File: src/rtl/vfr_pkg.sv
package vfr_pkg;
  localparam int BYTE_W = 8;
  localparam int HDR_N  = 8;
  localparam int TRL_N  = 4;
  localparam int CTL_W  = 9;
  localparam int ADDR_W = 4;
  localparam int HC_W   = $clog2(HDR_N + 1);
  localparam int TC_W   = $clog2(TRL_N + 1);
  localparam int ZC_W   = 3;
  localparam logic [ADDR_W-1:0] ADDR_TRL0 = ADDR_W'(HDR_N);
  localparam logic [ADDR_W-1:0] ADDR_CTL  = ADDR_W'(HDR_N + TRL_N);

  typedef enum logic [2:0] {ST_IDLE, ST_HDR, ST_DATA, ST_TRL, ST_ZLP} vfr_state_e;

  typedef struct packed {
    logic [HC_W-1:0] hcnt;
    logic [TC_W-1:0] tcnt;
    logic [ZC_W-1:0] zcnt;
  } vfr_cfg_t;
endpackage

File: src/rtl/vfr_regs.sv
module vfr_regs
  import vfr_pkg::*;
(
  input  logic              clk,
  input  logic              rst_n,
  input  logic              we,
  input  logic [ADDR_W-1:0] addr,
  input  logic [CTL_W-1:0]  wdata,
  input  logic [HC_W-1:0]   idx,
  output logic [BYTE_W-1:0] hbyte,
  output logic [BYTE_W-1:0] tbyte,
  output vfr_cfg_t          cfg
);
  logic [BYTE_W-1:0] hdr_q [HDR_N];
  logic [BYTE_W-1:0] trl_q [TRL_N];
  logic [CTL_W-1:0]  ctl_q;

  for (genvar g = 0; g < HDR_N; g++) begin : g_hdr
    always_ff @(posedge clk or negedge rst_n) begin
      if (!rst_n)                              hdr_q[g] <= '0;
      else if (we && addr == ADDR_W'(g))       hdr_q[g] <= wdata[BYTE_W-1:0];
    end
  end

  for (genvar g = 0; g < TRL_N; g++) begin : g_trl
    always_ff @(posedge clk or negedge rst_n) begin
      if (!rst_n)                                   trl_q[g] <= '0;
      else if (we && addr == ADDR_TRL0 + ADDR_W'(g)) trl_q[g] <= wdata[BYTE_W-1:0];
    end
  end

  always_ff @(posedge clk or negedge rst_n) begin
    if (!rst_n)                     ctl_q <= '0;
    else if (we && addr == ADDR_CTL) ctl_q <= wdata;
  end

  always_comb begin
    hbyte = '0;
    for (int k = 0; k < HDR_N; k++)
      if (idx == HC_W'(k)) hbyte = hdr_q[k];
    tbyte = '0;
    for (int k = 0; k < TRL_N; k++)
      if (idx == HC_W'(k)) tbyte = trl_q[k];
  end

  // saturating decode of the count fields
  always_comb begin
    cfg.hcnt = (ctl_q[3:0] > 4'(HDR_N)) ? HC_W'(HDR_N) : HC_W'(ctl_q[3:0]);
    cfg.tcnt = (ctl_q[6:4] > 3'(TRL_N)) ? TC_W'(TRL_N) : TC_W'(ctl_q[6:4]);
    cfg.zcnt = ZC_W'(ctl_q[8:7]) + ZC_W'(1);
  end
endmodule

File: src/rtl/vfr_pktcnt.sv
module vfr_pktcnt #(
  parameter int MAX_PKT = 8
) (
  input  logic clk,
  input  logic rst_n,
  input  logic beat,
  input  logic closed,
  output logic at_cut
);
  localparam int CW = $clog2(MAX_PKT + 1);
  logic [CW-1:0] cnt_q;

  always_ff @(posedge clk or negedge rst_n) begin
    if (!rst_n)               cnt_q <= '0;
    else if (beat && closed)  cnt_q <= '0;
    else if (beat)            cnt_q <= cnt_q + CW'(1);
  end

  assign at_cut = (cnt_q == CW'(MAX_PKT - 1));
endmodule

File: src/rtl/vfr_ctrl.sv
module vfr_ctrl
  import vfr_pkg::*;
(
  input  logic              clk,
  input  logic              rst_n,
  input  vfr_cfg_t          cfg,
  input  logic [BYTE_W-1:0] hbyte,
  input  logic [BYTE_W-1:0] tbyte,
  output logic [HC_W-1:0]   idx,
  input  logic              in_valid,
  input  logic              in_sof,
  input  logic              in_eof,
  input  logic [BYTE_W-1:0] in_data,
  output logic              in_ready,
  output logic              out_valid,
  output logic [BYTE_W-1:0] out_data,
  output logic              out_last,
  output logic              out_zlp,
  input  logic              out_ready,
  input  logic              at_cut,
  output logic              beat
);
  vfr_state_e      state_q;
  logic [HC_W-1:0] idx_q, hcnt_q;
  logic [TC_W-1:0] tcnt_q;
  logic [ZC_W-1:0] zleft_q;
  logic            payload, final_byte, fire, hdr_end, trl_end;

  assign idx     = idx_q;
  assign hdr_end = (idx_q == hcnt_q - HC_W'(1));
  assign trl_end = (idx_q == HC_W'(tcnt_q) - HC_W'(1));

  always_comb begin
    in_ready   = 1'b0;
    out_valid  = 1'b0;
    out_data   = '0;
    out_zlp    = 1'b0;
    payload    = 1'b0;
    final_byte = 1'b0;
    case (state_q)
      ST_IDLE: in_ready = in_valid && !in_sof;
      ST_HDR: begin
        out_valid = 1'b1;
        out_data  = hbyte;
        payload   = 1'b1;
      end
      ST_DATA: begin
        out_valid  = in_valid;
        out_data   = in_data;
        in_ready   = out_ready;
        payload    = 1'b1;
        final_byte = in_eof && (tcnt_q == '0);
      end
      ST_TRL: begin
        out_valid  = 1'b1;
        out_data   = tbyte;
        payload    = 1'b1;
        final_byte = trl_end;
      end
      ST_ZLP: begin
        out_valid = 1'b1;
        out_zlp   = 1'b1;
      end
      default: ;
    endcase
    out_last = out_zlp || (payload && (at_cut || final_byte));
    fire     = out_valid && out_ready;
    beat     = fire && payload;
  end

  always_ff @(posedge clk or negedge rst_n) begin
    if (!rst_n) begin
      state_q <= ST_IDLE;
      idx_q   <= '0;
      hcnt_q  <= '0;
      tcnt_q  <= '0;
      zleft_q <= '0;
    end else begin
      case (state_q)
        ST_IDLE: if (in_valid && in_sof) begin
          hcnt_q  <= cfg.hcnt;
          tcnt_q  <= cfg.tcnt;
          zleft_q <= cfg.zcnt;
          idx_q   <= '0;
          state_q <= (cfg.hcnt != '0) ? ST_HDR : ST_DATA;
        end
        ST_HDR: if (fire) begin
          if (hdr_end) begin
            idx_q   <= '0;
            state_q <= ST_DATA;
          end else begin
            idx_q <= idx_q + HC_W'(1);
          end
        end
        ST_DATA: if (fire && in_eof) begin
          idx_q   <= '0;
          state_q <= (tcnt_q != '0) ? ST_TRL : ST_ZLP;
        end
        ST_TRL: if (fire) begin
          if (trl_end) state_q <= ST_ZLP;
          else         idx_q   <= idx_q + HC_W'(1);
        end
        ST_ZLP: if (fire) begin
          if (zleft_q == ZC_W'(1)) state_q <= ST_IDLE;
          else                     zleft_q <= zleft_q - ZC_W'(1);
        end
        default: state_q <= ST_IDLE;
      endcase
    end
  end
endmodule

File: src/rtl/vid_framer.sv
module vid_framer
  import vfr_pkg::*;
#(
  parameter int MAX_PKT = 8
) (
  input  logic              clk,
  input  logic              rst_n,
  input  logic              reg_we,
  input  logic [ADDR_W-1:0] reg_addr,
  input  logic [CTL_W-1:0]  reg_wdata,
  input  logic              in_valid,
  output logic              in_ready,
  input  logic [BYTE_W-1:0] in_data,
  input  logic              in_sof,
  input  logic              in_eof,
  output logic              out_valid,
  input  logic              out_ready,
  output logic [BYTE_W-1:0] out_data,
  output logic              out_last,
  output logic              out_zlp
);
  vfr_cfg_t          cfg;
  logic [BYTE_W-1:0] hbyte, tbyte;
  logic [HC_W-1:0]   idx;
  logic              at_cut, beat;

  vfr_regs u_regs (
    .clk   (clk),
    .rst_n (rst_n),
    .we    (reg_we),
    .addr  (reg_addr),
    .wdata (reg_wdata),
    .idx   (idx),
    .hbyte (hbyte),
    .tbyte (tbyte),
    .cfg   (cfg)
  );

  vfr_ctrl u_ctrl (
    .clk       (clk),
    .rst_n     (rst_n),
    .cfg       (cfg),
    .hbyte     (hbyte),
    .tbyte     (tbyte),
    .idx       (idx),
    .in_valid  (in_valid),
    .in_sof    (in_sof),
    .in_eof    (in_eof),
    .in_data   (in_data),
    .in_ready  (in_ready),
    .out_valid (out_valid),
    .out_data  (out_data),
    .out_last  (out_last),
    .out_zlp   (out_zlp),
    .out_ready (out_ready),
    .at_cut    (at_cut),
    .beat      (beat)
  );

  vfr_pktcnt #(.MAX_PKT(MAX_PKT)) u_pkt (
    .clk    (clk),
    .rst_n  (rst_n),
    .beat   (beat),
    .closed (out_last),
    .at_cut (at_cut)
  );
endmodule

File: config.mk
export PLATFORM = sky130hd
export DESIGN_NAME = vid_framer
export DESIGN_NICKNAME = d
export VERILOG_FILES = /design/src/rtl/vfr_pkg.sv /design/src/rtl/vfr_regs.sv /design/src/rtl/vfr_pktcnt.sv /design/src/rtl/vfr_ctrl.sv /design/src/rtl/vid_framer.sv
export SDC_FILE = /design/constraint.sdc
export NUM_CORES = 1
export LEC_CHECK = 0
export ABC_AREA = 1
export BUFFER_PORTS_ARGS = -buffer_cell sky130_fd_sc_hd__buf_2
export CORE_MARGIN = 2
export CORE_UTILIZATION = 60
export CTS_CLUSTER_SIZE = 20
export DETAILED_ROUTE_END_ITERATION = 7
export GPL_TIMING_DRIVEN = 0
export PLACE_DENSITY = 0.81
export SLEW_MARGIN = 20
export SYNTH_ARGS = -nofsm -noshare
export SYNTH_HDL_FRONTEND = slang
export SYNTH_SLANG_ARGS = --single-unit
File: constraint.sdc
create_clock -name clk -period 2 [get_ports clk]
set_input_delay 0.1 -clock clk [delete_from_list [all_inputs] [get_ports clk]]
set_output_delay 0.1 -clock clk [all_outputs]
set_load 0.01 [all_outputs]
==> impl_metrics.yaml <==
grt:
  grt_overflow: 0
  grt_pass1_vias: 6010
  grt_first_pass_wirelength_um: 30100
  grt_max_degree: 83
  antenna_found_initial: 0
  grt_use_total_pct: 34.4
logic_synthesis:
  yosys_most_used_dff: "dfrtp_1"
  syn-num-nets: 884
  seq_area_frac_synth_pct: 48.1
  syn_inst: 845
  yosysUniqueCellTypes: 38
  synth-edff-count: 0
  synth_warnings: 0
  ys_ff_latch: 126
  synth_top_area_share_pct: 48.1
  ys_top_cells_by_area: "dfrtp_1 (48%), nand2_1 (14%), o21ai_0 (11%)"
  async_flop_share_pct: 100
  avgSynthCellArea_sq_um: 7.75
  synth_largest_area_cell: "dfrtp_1"
  syn_area_sq_um: 6550
timing:
  clock.fmax_mhz: 405
  setup_viol: 14
  relSlewSlack_pct: 55.0
  finalCritPeriodShare_pct: 123
  worst_slack_ps: -468
  rsz0062_at_grt: "true"
  maxSlewViolCount: 0
  fin_skew_ps: 6.74
  hold_viol_final: 0
  period_minus_slack_ps: 2470
  worst_slew_pin_slew_ps: 669
clock_network:
  cts_root_buffer: "clkbuf_8"
  cts.htree.levels: 4
  cts_tree: "done"
  clockBufferDepth: 2
  worstSkewPairLatency_ps: 550
  cts_sinks: 126
  numCtsBuffers: 17
  path_clk_slew_ps: 60
pwr:
  power_frac_seq_pct: 31.4
  netSwitchingPower_mw: 4.34
  intPower_mw: 7.10
  clkPwrFrac_pct: 30.0
  p_leak_nw: 4.17
  power_density_nw_per_um2: 1370
  irDropWorstVdd_uv: 954
  p_total_mw: 11.4
  swShare_pct: 38.0
  p_comb_share_pct: 38.6
status:
  status: "finished with violations"
  violations: "negative setup slack"
detailed_routing:
  first_pass_iters: 6
  dr_total_vias: 6526
  top_layer: "met4"
  met3WireLength_um: 1940
  drt_iter0_drc: 853
  routed_wirelength_um: 19900
  wl_met1_um: 7710
  drc: 0
  viasPerCell: 5.95
  wl_per_cell_um: 18.1
  met2_length_um: 9380
  ant_nets: 0
placed_design:
  place.port_buffers: 38
  place_congestion: 0.882
  hpwl_um: 11500
  dp_worst_setup_slack_ps: -254
critical_path:
  worstPathMaxFanout: 9
  endpoint_kind: "output port"
  r2r_cells: 12
  crit_required_ps: 1900
  cp-start-kind: "flip-flop"
  cp.arrival_ps: 2370
  critPathKind: "flip-flop to output port"
finish:
  syn_to_final_growth_pct: 27.5
  drive_above_1_share_pct: 21.7
  nNetsFinal: 983
  diodes: 0
floorplan:
  initial_core_util_pct: 60.9
  die_y_um: 108
  io_pins: 40
  die_area_sq_um: 11800
  std_cell_rows: 38
  die_w_um: 108
  coreArea_sq_um: 10700
run:
  drv_cap: 0
worst_hold_path:
  hold_class: "primary input to asynchronous set/reset pin"
[stage by stage]
step,cells,area (sq um),hold WS [ps],util [%],setup TNS (ps)
3_3_place_gp,1023,6910,337,64.3,-101110
5_1_grt,1097,8350,74.3,77.7,-5210
2_1_floorplan,845,6550,-196,-,0
3_5_place_dp,1024,6950,57.8,64.7,-1350
4_1_cts,1094,8180,38.7,76.1,-4790
6_report,1097,8350,43.7,77.7,-4150
[power groups by stage]
stage	combinational (mW)	sequential (mW)	clock [mW]
final	4.41	3.59	3.44
after global routing	4.78	3.65	3.57
after CTS	3.93	3.54	3.42
after detailed placement	3.30	3.57	0
after global placement	3.21	3.55	0
after floorplan	2.38	3.47	0
[routing by layer]
metal,GRT usage (%),vias to the layer above
met5,0,-
li1,-,2947
met1,45.8,3078
met2,52.9,407
met4,15.1,0
met3,9.52,94
[cells in the mapped netlist (all sizes together), types with 2 or more instances]
| cell type | instances |
|---|---|
| and2 | 2 |
| nor3 | 3 |
| clkbuf | 12 |
| o21ai | 156 |
| ha | 11 |
| nand2 | 250 |
| nor2 | 36 |
| o211ai | 2 |
| nand3 | 52 |
| xor2 | 6 |
| dfrtp | 126 |
| inv | 107 |
| buf | 17 |
| xnor2 | 4 |
| a21oi | 28 |
| nand4 | 22 |
[logic make-up (layout without fill, tap and decap cells)]
| group | count (synthesis) | in the layout | share of synthesized area, % |
|---|---|---|---|
| simple gates | 369 | 369 | 24.5 |
| compound gates | 192 | 192 | 15.0 |
| buf+inv | 136 | 248 | 8.71 |
| flops | 126 | 126 | 48.1 |
| fa+ha+maj | 11 | 11 | 2.10 |
| xor+xnor | 10 | 10 | 1.34 |
| mux | 1 | 1 | 0.172 |
[cell type report]
cell class | instances | area [sq um]
Sequential cell | 126 | 3160
Buffer | 29 | 208
Fill cell | 678 | 2400
Inverter | 107 | 409
Clock inverter | 13 | 210
Timing Repair Buffer | 80 | 598
Tap cell | 140 | 175
Multi-Input combinational cell | 583 | 3150
Clock buffer | 19 | 442
[worst paths after layout]
check,slack [ps],endpoint,startpoint
min reg2reg,490,u_regs.hdr_q[36]$_DFFE_PN0P_,u_regs.hdr_q[36]$_DFFE_PN0P_
max,-470,out_data[2],u_ctrl.idx[1]$_DFFE_PN0P_
min in group clk,50,u_regs.hdr_q[17]$_DFFE_PN0P_,reg_addr[0]
max reg2reg,-80,u_ctrl.idx[2]$_DFFE_PN0P_,u_ctrl.tcnt_q[0]$_DFFE_PN0P_
min,40,u_ctrl.zleft_q[1]$_DFFE_PN0P_,rst_n
max in group asynchronous,1210,u_regs.hdr_q[53]$_DFFE_PN0P_,rst_n
[repair_timing]
item | 4_1_cts | 5_1_grt
pin swaps | 34 | 34
setup endpoints to repair | 9 | 18
hold buffers | 15 | 0
gates cloned | 1 | 0
resized for setup | 68 | 45
endpoints found under the hold margin | 155 | 0
buffers inserted | 22 | 8
[critical path, stage by stage, from the launching register on]
cell	delay, ps
dfrtp_2	450
inv_4	100
ha_4	160
inv_4	80
nor3_4	200
buf_4	170
nand2_1	80
nand3_2	90
o21ai_2	70
a21oi_2	170
nor2_1	60
nand2_1	70
buf_2	120
[cell usage in the layout, fill, tap and decap left out, drive strengths merged]
master / count
a21boi: 1
o21bai: 1
nand3: 52
nor2: 36
and2: 2
dfrtp: 126
nand2: 250
o211ai: 2
nor4: 1
xor2: 6
ha: 11
nor3: 3
clkbuf: 32
dlygate4sd3: 15
o31ai: 1
or2: 1
clkinvlp: 2
bufinv: 5
buf: 81
clkinv: 5
inv: 108
nand4: 22
o21ai: 156
xnor2: 4
nand3b: 1
o22ai: 1
mux2: 1
o32ai: 1
and3: 1
a21oi: 28
a22oi: 1
[registers in the layout, summed over array words and instances, names as in the netlist]
| name | count |
|---|---|
| u_pkt.cnt_q | 4 |
| u_ctrl.hcnt_q | 4 |
| u_ctrl.state_q | 3 |
| u_ctrl.zleft_q | 3 |
| u_regs.ctl_q | 9 |
| u_regs.trl_q | 32 |
| u_regs.hdr_q | 64 |
| u_ctrl.tcnt_q | 3 |
| u_ctrl.idx | 4 |
Note: power is estimated with default switching activity, not from simulation.
